### config.mk
export PLATFORM = sky130hd
export DESIGN_NAME = prio_park_arbiter
export DESIGN_NICKNAME = d
export VERILOG_FILES = /design/src/rtl/ppa_pkg.sv /design/src/rtl/ppa_cfg_regs.sv /design/src/rtl/ppa_slot_select.sv /design/src/rtl/ppa_dgrant.sv /design/src/rtl/prio_park_arbiter.sv
export SDC_FILE = /design/constraint.sdc
export NUM_CORES = 1
export LEC_CHECK = 0
export ABC_AREA = 1
export BUFFER_PORTS_ARGS = -buffer_cell sky130_fd_sc_hd__buf_2
export CAP_MARGIN = 25
export CORE_MARGIN = 2
export CORE_UTILIZATION = 53
export DETAILED_ROUTE_END_ITERATION = 8
export GPL_TIMING_DRIVEN = 0
export PLACE_DENSITY = 0.9
export REMOVE_ABC_BUFFERS = 1
export SYNTH_ARGS = -nofsm -noshare
export SYNTH_HDL_FRONTEND = slang
export SYNTH_HIERARCHICAL = 1
export SYNTH_SLANG_ARGS = --single-unit
export TNS_END_PERCENT = 1
### constraint.sdc
create_clock -name clk -period 2.5 [get_ports clk]
set_input_delay 0 -clock clk [delete_from_list [all_inputs] [get_ports clk]]
set_output_delay 0 -clock clk [all_outputs]
set_load 0.02 [all_outputs]
### src/rtl/ppa_pkg.sv
package ppa_pkg;

   // Bit of the control word that selects data-grant timing.
   localparam int unsigned PPA_DLY_BIT = 8;

   typedef enum logic {
      DG_SAME = 1'b0,
      DG_NEXT = 1'b1
   } dg_mode_e;

endpackage

### src/rtl/ppa_cfg_regs.sv
module ppa_cfg_regs
   import ppa_pkg::*;
#(
   parameter int N_MASTERS   = 16,
   parameter int IDX_W       = 4,
   parameter int REG_W       = 32,
   parameter int N_PRIO_REGS = 2,
   parameter int ADDR_W      = 2,
   parameter int PARK_RST    = 2
) (
   input  logic                       clk,
   input  logic                       rst_n,
   input  logic                       we,
   input  logic [ADDR_W-1:0]          addr,
   input  logic [REG_W-1:0]           wdata,
   output logic [REG_W-1:0]           rdata,
   output logic [N_MASTERS*IDX_W-1:0] slot_tab,
   output logic [IDX_W-1:0]           park_code,
   output dg_mode_e                   dly_mode
);
   localparam int SPR = REG_W / IDX_W;

   logic [REG_W-1:0] prio_q [N_PRIO_REGS];
   logic [IDX_W-1:0] park_q;
   dg_mode_e         dly_q;

   // Reset word: slot n holds n, lowest slot in the top nibble.
   function automatic logic [REG_W-1:0] prio_rst(int r);
      logic [REG_W-1:0] v;
      v = '0;
      for (int k = 0; k < SPR; k++)
         v[REG_W-1-k*IDX_W -: IDX_W] = IDX_W'(r*SPR + k);
      return v;
   endfunction

   for (genvar r = 0; r < N_PRIO_REGS; r++) begin : g_prio
      always_ff @(posedge clk or negedge rst_n) begin
         if (!rst_n)
            prio_q[r] <= prio_rst(r);
         else if (we && addr == ADDR_W'(r))
            prio_q[r] <= wdata;
      end
   end

   always_ff @(posedge clk or negedge rst_n) begin
      if (!rst_n) begin
         park_q <= IDX_W'(PARK_RST);
         dly_q  <= DG_SAME;
      end else if (we && addr == ADDR_W'(N_PRIO_REGS)) begin
         park_q <= wdata[IDX_W-1:0];
         dly_q  <= dg_mode_e'(wdata[PPA_DLY_BIT]);
      end
   end

   for (genvar s = 0; s < N_MASTERS; s++) begin : g_slot
      assign slot_tab[s*IDX_W +: IDX_W] =
         prio_q[s/SPR][REG_W-1-(s%SPR)*IDX_W -: IDX_W];
   end

   always_comb begin
      rdata = '0;
      for (int r = 0; r < N_PRIO_REGS; r++)
         if (addr == ADDR_W'(r)) rdata = prio_q[r];
      if (addr == ADDR_W'(N_PRIO_REGS)) begin
         rdata[IDX_W-1:0]   = park_q;
         rdata[PPA_DLY_BIT] = dly_q;
      end
   end

   assign park_code = park_q;
   assign dly_mode  = dly_q;
endmodule

### src/rtl/ppa_slot_select.sv
module ppa_slot_select #(
   parameter int N_MASTERS    = 16,
   parameter int IDX_W        = 4,
   parameter int N_PARK_CODES = 4
) (
   input  logic [N_MASTERS-1:0]       req,
   input  logic [N_MASTERS*IDX_W-1:0] slot_tab,
   input  logic [N_MASTERS-1:0]       gnt_q,
   input  logic [IDX_W-1:0]           park_code,
   output logic [N_MASTERS-1:0]       gnt_d
);
   localparam logic [N_MASTERS-1:0] ONE = N_MASTERS'(1);

   logic             hit;
   logic [IDX_W-1:0] win;
   logic [IDX_W-1:0] sidx;
   logic             hold;

   // Scan from the lowest rank upward so the lowest slot wins last.
   always_comb begin
      hit  = 1'b0;
      win  = '0;
      sidx = '0;
      for (int s = N_MASTERS-1; s >= 0; s--) begin
         sidx = slot_tab[s*IDX_W +: IDX_W];
         if (req[sidx]) begin
            hit = 1'b1;
            win = sidx;
         end
      end
   end

   assign hold = |(gnt_q & req);

   always_comb begin
      if (hold)
         gnt_d = gnt_q;
      else if (hit)
         gnt_d = ONE << win;
      else if (32'(park_code) < N_PARK_CODES)
         gnt_d = ONE << park_code;
      else
         gnt_d = '0;
   end
endmodule

### src/rtl/ppa_dgrant.sv
module ppa_dgrant
   import ppa_pkg::*;
(
   input  logic     clk,
   input  logic     rst_n,
   input  dg_mode_e dly_mode,
   input  logic     ts,
   input  logic     dbusy,
   output logic     dgnt
);
   logic pend_q;

   // A strobe waits in pend_q when delayed by mode or by a busy bus.
   always_ff @(posedge clk or negedge rst_n) begin
      if (!rst_n)
         pend_q <= 1'b0;
      else
         pend_q <= (pend_q && dbusy) ||
                   (ts && (dly_mode == DG_NEXT || dbusy));
   end

   assign dgnt = !dbusy &&
                 (pend_q || (ts && dly_mode == DG_SAME));
endmodule

### src/rtl/prio_park_arbiter.sv
module prio_park_arbiter
   import ppa_pkg::*;
#(
   parameter  int N_MASTERS    = 16,
   parameter  int REG_W        = 32,
   parameter  int N_PARK_CODES = 4,
   parameter  int PARK_RST     = 2,
   localparam int IDX_W        = $clog2(N_MASTERS),
   localparam int SPR          = REG_W / IDX_W,
   localparam int N_PRIO_REGS  = N_MASTERS / SPR,
   localparam int ADDR_W       = $clog2(N_PRIO_REGS + 2)
) (
   input  logic                 clk,
   input  logic                 rst_n,
   input  logic [N_MASTERS-1:0] req,
   output logic [N_MASTERS-1:0] gnt,
   input  logic                 ts,
   input  logic                 dbusy,
   output logic                 dgnt,
   input  logic                 reg_we,
   input  logic [ADDR_W-1:0]    reg_addr,
   input  logic [REG_W-1:0]     reg_wdata,
   output logic [REG_W-1:0]     reg_rdata
);
   if (N_MASTERS != (1 << IDX_W)) begin : g_bad_masters
      $error("N_MASTERS must be a power of two");
   end
   if (REG_W % IDX_W != 0 || N_MASTERS % SPR != 0) begin : g_bad_reg
      $error("slot table must pack evenly into registers");
   end
   if (REG_W <= PPA_DLY_BIT || N_PARK_CODES > N_MASTERS) begin : g_bad_ctrl
      $error("control word layout does not fit");
   end
   if (PARK_RST >= N_MASTERS) begin : g_bad_park
      $error("PARK_RST out of range");
   end

   logic [N_MASTERS*IDX_W-1:0] slot_tab;
   logic [IDX_W-1:0]           park_code;
   dg_mode_e                   dly_mode;
   logic [N_MASTERS-1:0]       gnt_d;
   logic [N_MASTERS-1:0]       gnt_q;

   ppa_cfg_regs #(
      .N_MASTERS(N_MASTERS), .IDX_W(IDX_W), .REG_W(REG_W),
      .N_PRIO_REGS(N_PRIO_REGS), .ADDR_W(ADDR_W), .PARK_RST(PARK_RST)
   ) u_regs (
      .clk(clk), .rst_n(rst_n), .we(reg_we), .addr(reg_addr),
      .wdata(reg_wdata), .rdata(reg_rdata), .slot_tab(slot_tab),
      .park_code(park_code), .dly_mode(dly_mode)
   );

   ppa_slot_select #(
      .N_MASTERS(N_MASTERS), .IDX_W(IDX_W), .N_PARK_CODES(N_PARK_CODES)
   ) u_sel (
      .req(req), .slot_tab(slot_tab), .gnt_q(gnt_q),
      .park_code(park_code), .gnt_d(gnt_d)
   );

   always_ff @(posedge clk or negedge rst_n) begin
      if (!rst_n) gnt_q <= '0;
      else        gnt_q <= gnt_d;
   end
   assign gnt = gnt_q;

   ppa_dgrant u_dg (
      .clk(clk), .rst_n(rst_n), .dly_mode(dly_mode),
      .ts(ts), .dbusy(dbusy), .dgnt(dgnt)
   );
endmodule

== After elaboration in Yosys (flattened, before gate mapping) ==
Index checks and enable logic that the tools add are counted.

* Shift operators: 2
* Mux-type cells: 70
* Reductions and logical operators: 13
* Eq/ne operators: 2
* Bitwise gates (word level): 2
* Magnitude comparators: 17

{| class="wikitable"
|+ Operators by type and width
! kind !! count
|-
| 4-bit by 5-bit less-than comparator with 1-bit output, second input constant || 16
|-
| 4-bit 2-to-1 mux || 17
|-
| 1-bit binary-select mux with 4-bit select || 16
|-
| 32-bit 2-to-1 mux || 2
|-
| 1-bit 2-to-1 mux || 33
|-
| 16-bit 2-to-1 mux || 2
|-
| 1-bit by 4-bit << shifter with 16-bit output, first input constant || 2
|-
| 16-bit AND || 1
|-
| 16-bit OR reduction || 1
|-
| 1-bit logical AND || 7
|-
| 4-bit by 3-bit less-than comparator with 1-bit output, second input constant || 1
|-
| 1-bit logical OR || 3
|-
| 2-bit by 1-bit == test with 1-bit output, second input constant || 1
|-
| 2-bit == test, second input constant || 1
|-
| 2-bit logical NOT || 1
|-
| 1-bit logical NOT || 1
|-
| 1-bit NOT || 1
|}

* Register bits: 86
* Output and inout bits: 49

== Longest topological paths before layout ==
* Depth after elaboration: 20
* Mapped depth: 38
* Gate-level depth less buffers: 37

== Modules after synthesis ==
Netlist, hierarchy kept.

{| class="wikitable"
|+ Modules (own cells, without submodules)
! module !! times used !! cells an instance !! area each (um2)
|-
| ppa_slot_select || 1 || 701 || 3,413.3
|-
| ppa_cfg_regs || 1 || 420 || 3,324.4
|-
| prio_park_arbiter || 1 || 16 || 400.4
|-
| ppa_dgrant || 1 || 9 || 58.8
|}

== Least setup slack after synthesis ==
Ideal clock, no wire load.

* Path type: reg-to-reg
* Start: register u_regs.prio_q (netlist bit u_regs/slot_tab[52])
* End: register gnt_q[3] (netlist: gnt[3])
* Stages on the path, launching flop included: 39
* Buffers on the path: 1
* Arrival: 2.553 ns
* Path slack: -0.174 ns
* Path through: dfstp_2 > buf_6 > nor2_1 > nor2_1 > nand2_1 > nand3_2 > nand3_2 > nand2_2 > inv_2 > nand2_1 > nand2_1 > nand2_1 > nand2_1 > nand2_1 > nand2_1 > nand2_1 > nand2_1 > nand2_1 > (+3 left out) > nand2_1 > nand2_1 > nand2_1 > nand2_1 > nand2_1 > nand2_1 > nand2_1 > nand2_1 > nand2_1 > nand2_1 > nand2_1 > nand2_1 > nand2_1 > nand2_2 > nand2_4 > nand2_8 > nand3_1 > nand2_1

* Cells in the longest elaborated chain, start to end: 18
* Elaborated cells between the ends (all ways): 32
* Classes of those cells: 1 x shift; 31 x mux

{| class="wikitable"
|+ RTL lines
! what !! line !! RTL
|-
| start, declared || ppa_cfg_regs.sv:23 || <nowiki>logic [REG_W-1:0] prio_q [N_PRIO_REGS];</nowiki>
|-
| start signal, assigned by index || ppa_cfg_regs.sv:39 || <nowiki>prio_q[r] <= prio_rst(r);</nowiki>
|-
| start signal, assigned by index || ppa_cfg_regs.sv:41 || <nowiki>prio_q[r] <= wdata;</nowiki>
|-
| 1-bit binary-select mux with 4-bit select || ppa_slot_select.sv:26 || <nowiki>if (req[sidx]) begin</nowiki>
|-
| 1-bit 2-to-1 mux (not written as such) || ppa_slot_select.sv:26 ||
|-
| 4-bit 2-to-1 mux (14 in series) || ppa_slot_select.sv:26 ||
|-
| 1-bit by 4-bit << shifter with 16-bit output || ppa_slot_select.sv:39 || <nowiki>gnt_d = ONE << win;</nowiki>
|-
| 16-bit 2-to-1 mux (*) || ppa_slot_select.sv:38 || <nowiki>else if (hit)</nowiki>
|-
| end signal, assigned || prio_park_arbiter.sv:62 || <nowiki>else gnt_q <= gnt_d;</nowiki>
|-
| end, declared || prio_park_arbiter.sv:42 || <nowiki>logic [N_MASTERS-1:0] gnt_q;</nowiki>
|}

Mark *: on every way between the ends. The rest lies on a longest branch, timed or not. The select of a mux whose other input is x is not followed.
A chain may end at the register's enable or synchronous reset.

== Worst setup path after layout ==
* Start: register u_regs.prio_q (netlist bit u_regs/slot_tab[4])
* End: register gnt_q[0] (netlist: gnt[0])

* Cells in the longest elaborated chain, start to end: 6
* Elaborated cells between the ends (all ways): 8
* Classes of those cells: 1 x shift; 7 x mux

{| class="wikitable"
|+ RTL lines
! what !! line
|-
| 1-bit binary-select mux with 4-bit select || ppa_slot_select.sv:26
|-
| 1-bit 2-to-1 mux (not written as such) || ppa_slot_select.sv:26
|-
| 4-bit 2-to-1 mux (2 in series) || ppa_slot_select.sv:26
|-
| 1-bit by 4-bit << shifter with 16-bit output || ppa_slot_select.sv:39
|-
| 16-bit 2-to-1 mux (*) || ppa_slot_select.sv:38
|}

Marked as above.

==> results.txt <==
- Setup slack on the critical path of the routed design comes to -0.738 ns.
- Measured along the y axis, the die boundary spans 121 um.
- For this run, the number of standard cells in the final layout without fillers is 1430.
- Compared with the post-synthesis result, the final layout area differs by 19.8%.
* DR vias: 8902
- Iteration count of the initial detailed-routing pass: 9
- The die covers 14500 um2.
- Initial cell density of the core: 54.3%
- Power share of the sequential group: 30.9%
* Width of the die: 121 um
- Clk Tree Root Cell: sky130_fd_sc_hd__clkbuf_16
- Number of setup violations in the final report: 16
* Relative contribution of combinational cells to total power: 49.4%
* Arrival time reported for the critical path endpoint: 3.54 ns
- Clock-pin slew was measured on the worst setup and hold paths at 0.07 ns.
* Gate count of the mapped netlist: 1146
* Initial antenna violation count: 0
* Multi-input gate area in the final layout: 4410 um2
* Shortest clock period the worst path allows after layout: 3.24 ns
- Dividing total power by cell area gives a power density of 819 nW/um2.
- Clock net sink count: 86
- The clock passes through at most 2 buffers.
- Derived from the worst setup path, the maximum achievable clock frequency is 309 MHz.
* Source-to-sink clock delay at the later pin of the worst-skew pair: 0.36 ns
- RSZ-0062 raised after global routing: true
- Wire length of the first global-routing pass: 38.3 mm
- The number of different library cells used by synthesis comes to 35.
* Final Util: 65.1%
- Depth of the CTS H-tree: 3
- Critical path class: reg2reg
* Global-route usage over all layers: 32.7%
* Most common library cell in the layout ignoring fill and taps: sky130_fd_sc_hd__nand2_1
- Yosys warns: 6
* Number of placement rows: 42
- Post-route clock skew: 0.00735 ns
- The number of pins exceeding their max-slew limit in the final report was 0.
* Hold WC Path Type: in2reg
* Peak supply drop: 0.928 mV
- Startpoint types: register
* Net switching power figure: 3.37 mW
- Average via count per standard cell: 6.23
* Io pins: 104
* Endpoint kind of the worst setup timing path: register
- Static Leak: 4.27 nW
* Pin count of the biggest net entering global routing: 49
- Hold violation count in the final report: 0
* Number of port buffers: 103
- At the end of routability-driven placement, the weighted congestion stood at 0.992.
* Max cap viols: 0
- Leaving out fill and tap cells, the most frequent cells in the layout are sky130_fd_sc_hd__nand2_1, sky130_fd_sc_hd__nand3_1, sky130_fd_sc_hd__a21oi_1.
* Overall overflow remaining after global route: 0
* Number of placed cells counting well taps: 1361
- Synth Cell Area: 7200 um2
- Via count of the first global-routing pass: 7878
- Internal power comes to 3.69 mW.
- Net switching is 47.8% of the power.
* Number of buffers created by CTS: 9
* Synthesized flop and latch total: 86
- Total Wirelength: 24.3 mm
* Part of the cycle the worst path needs: 130%
- Prior to clock tree synthesis, the placed netlist has a worst setup slack of -0.999 ns.
- Measured against its own limit, the worst slew margin works out to 46.6%.
- Detailed placement ended at an HPWL of 15.7 mm.
- Result of the run: finished with violations
- For the worst setup path, the data required time is 2.80 ns.
- The number of antenna diodes in the final layout is 0.
* Remaining number of nets flagged by the antenna check after routing: 0
- Overall power consumption after layout is estimated at 7.06 mW.
- Across all register-to-register paths, the minimum setup slack is -0.74 ns.
- Layout Nets: 1304
- Mean routed wirelength per cell: 17.0 um
- Transition time at the pin with the least slew margin: 0.799 ns
* Violation count after the first detailed-route iteration: 1302
- TritonCTS clock tree: done
* Sequential cell area fraction in the yosys report: 30.5%
* Number of remaining DRC errors: 0
* Floorplan core area: 13200 um2
- Violated checks: negative setup slack
- Share of post-route cells with drive strength above 1: 18.5%
- Critical Path Fanout Max: 11
* Fraction of power consumed by the clock network: 19.7%
- Filler Cell Count: 1191
- In the final layout, flip-flops and latches occupy 2200 um2.
- In this run the mean area of a mapped cell was 6.28 um2.
critical path, cell delays in order, from the launching register on:
cell and delay (ns):
sky130_fd_sc_hd__dfstp_2 0.62, sky130_fd_sc_hd__inv_1 0.18, sky130_fd_sc_hd__o21ai_0 0.27, sky130_fd_sc_hd__nand3_1 0.14, sky130_fd_sc_hd__nand3b_1 0.17, sky130_fd_sc_hd__nand2_1 0.19, sky130_fd_sc_hd__inv_1 0.14, sky130_fd_sc_hd__nand4_1 0.12
sky130_fd_sc_hd__nor4_1 0.35, sky130_fd_sc_hd__nand2_1 0.19, sky130_fd_sc_hd__nor3_1 0.34, sky130_fd_sc_hd__inv_1 0.12, sky130_fd_sc_hd__nor4_1 0.19, sky130_fd_sc_hd__a21oi_1 0.09, sky130_fd_sc_hd__nand2_2 0.07
flip-flops by register name, summed over array words and instances (netlist names):
name,count
u_regs/slot_tab,64
gnt,16
u_regs/park_code,4
u_dg/pend_q,1
u_regs/dly_mode,1
layout make-up:
cell class	count	area share (%)
sequential	86	25.5
tap	176	2.55
inverter	87	3.87
timing repair buffer	162	13.4
clock buffer	10	2.77
multi-input combinational	903	51.1
clock inverter	6	0.798
power by group through the flow:
stage,Combinational [mW],Sequential [mW],Clock [mW]
6_report,3.49,2.18,1.39
5_1_grt,3.80,2.23,1.47
4_1_cts,3.30,2.16,1.40
3_5_place_dp,3.04,2.19,0
3_3_place_gp,2.94,2.18,0
2_1_floorplan,2.11,2.19,0
final timing paths:
path / end / depth (start not counted) / from
worst max-delay path: gnt[0] / 14 / u_regs/slot_tab[4]
worst min-delay path: u_regs/park_code[0] / 3 / reg_addr[1]
worst max register to register: gnt[0] / 14 / u_regs/slot_tab[4]
worst min register to register: u_regs/slot_tab[59] / 2 / u_regs/slot_tab[59]
max in group asynchronous: u_regs/slot_tab[63] / 3 / rst_n
min in group asynchronous: u_regs/slot_tab[7] / 2 / rst_n
kinds of logic after synthesis:
logic type	share of synthesized area (%)
compound gates	21.3
buf+inv	9.74
flops	30.5
simple gates	38.5
synthesized netlist by cell type:
cell type	count	area share (%)
sky130_fd_sc_hd__nand4_1	48	4.2
sky130_fd_sc_hd__nor2_1	19	0.99
sky130_fd_sc_hd__a32oi_1	1	0.12
sky130_fd_sc_hd__o211ai_1	6	0.63
sky130_fd_sc_hd__buf_4	7	0.73
sky130_fd_sc_hd__nand2_1	339	18
sky130_fd_sc_hd__nand2_2	5	0.43
sky130_fd_sc_hd__a21oi_2	1	0.12
sky130_fd_sc_hd__inv_2	7	0.37
sky130_fd_sc_hd__clkinv_1	2	0.10
sky130_fd_sc_hd__dfstp_2	33	12
sky130_fd_sc_hd__o21ai_0	122	8.5
sky130_fd_sc_hd__nor2_2	1	0.087
sky130_fd_sc_hd__nand3b_1	12	1.3
sky130_fd_sc_hd__nor3_1	1	0.069
sky130_fd_sc_hd__a22oi_1	1	0.10
sky130_fd_sc_hd__nand3b_2	2	0.31
sky130_fd_sc_hd__clkbuf_1	22	1.1
sky130_fd_sc_hd__nand2_8	1	0.28
sky130_fd_sc_hd__a21oi_1	146	10
sky130_fd_sc_hd__inv_1	78	4.1
sky130_fd_sc_hd__o2111ai_1	1	0.12
sky130_fd_sc_hd__nand3_1	171	12
sky130_fd_sc_hd__buf_2	35	2.4
sky130_fd_sc_hd__nand3_2	7	0.97
sky130_fd_sc_hd__dfrtp_1	53	18
sky130_fd_sc_hd__nand2_4	1	0.16
sky130_fd_sc_hd__a22o_1	3	0.37
sky130_fd_sc_hd__nor4_1	2	0.17
sky130_fd_sc_hd__a31oi_1	1	0.087
sky130_fd_sc_hd__buf_1	2	0.10
sky130_fd_sc_hd__a221oi_1	5	0.61
sky130_fd_sc_hd__buf_6	5	0.78
sky130_fd_sc_hd__o21ai_1	5	0.35
sky130_fd_sc_hd__o211ai_2	1	0.17
repair_timing:
action	CTS	global route
setup endpoints to repair	16	16
endpoints found under the hold margin	108	0
pin swaps	8	12
buffers inserted	11	5
gates resized for setup	25	16
hold buffers	35	0
cloned	2	0
stage by stage:
step	cell area, um2	hold WS (ns)	TNS, ns
6_report	8620	0.0499	-10.64
5_1_grt	8620	0.0498	-15.16
4_1_cts	8550	0.0113	-8.82
3_5_place_dp	7730	0.00420	-12.70
3_3_place_gp	7560	0.236	-230.86
2_1_floorplan	6820	-0.296	-34.97
routing by layer:
metal	GRT usage, %	vias to the layer above	wire length (um)
met5	0	-	0
met4	14.5	0	763
met3	6.60	94	2650
met2	52.5	598	11500
met1	42.5	4076	9480
li1	-	4134	-
Note: power is estimated with default switching activity, not from simulation.
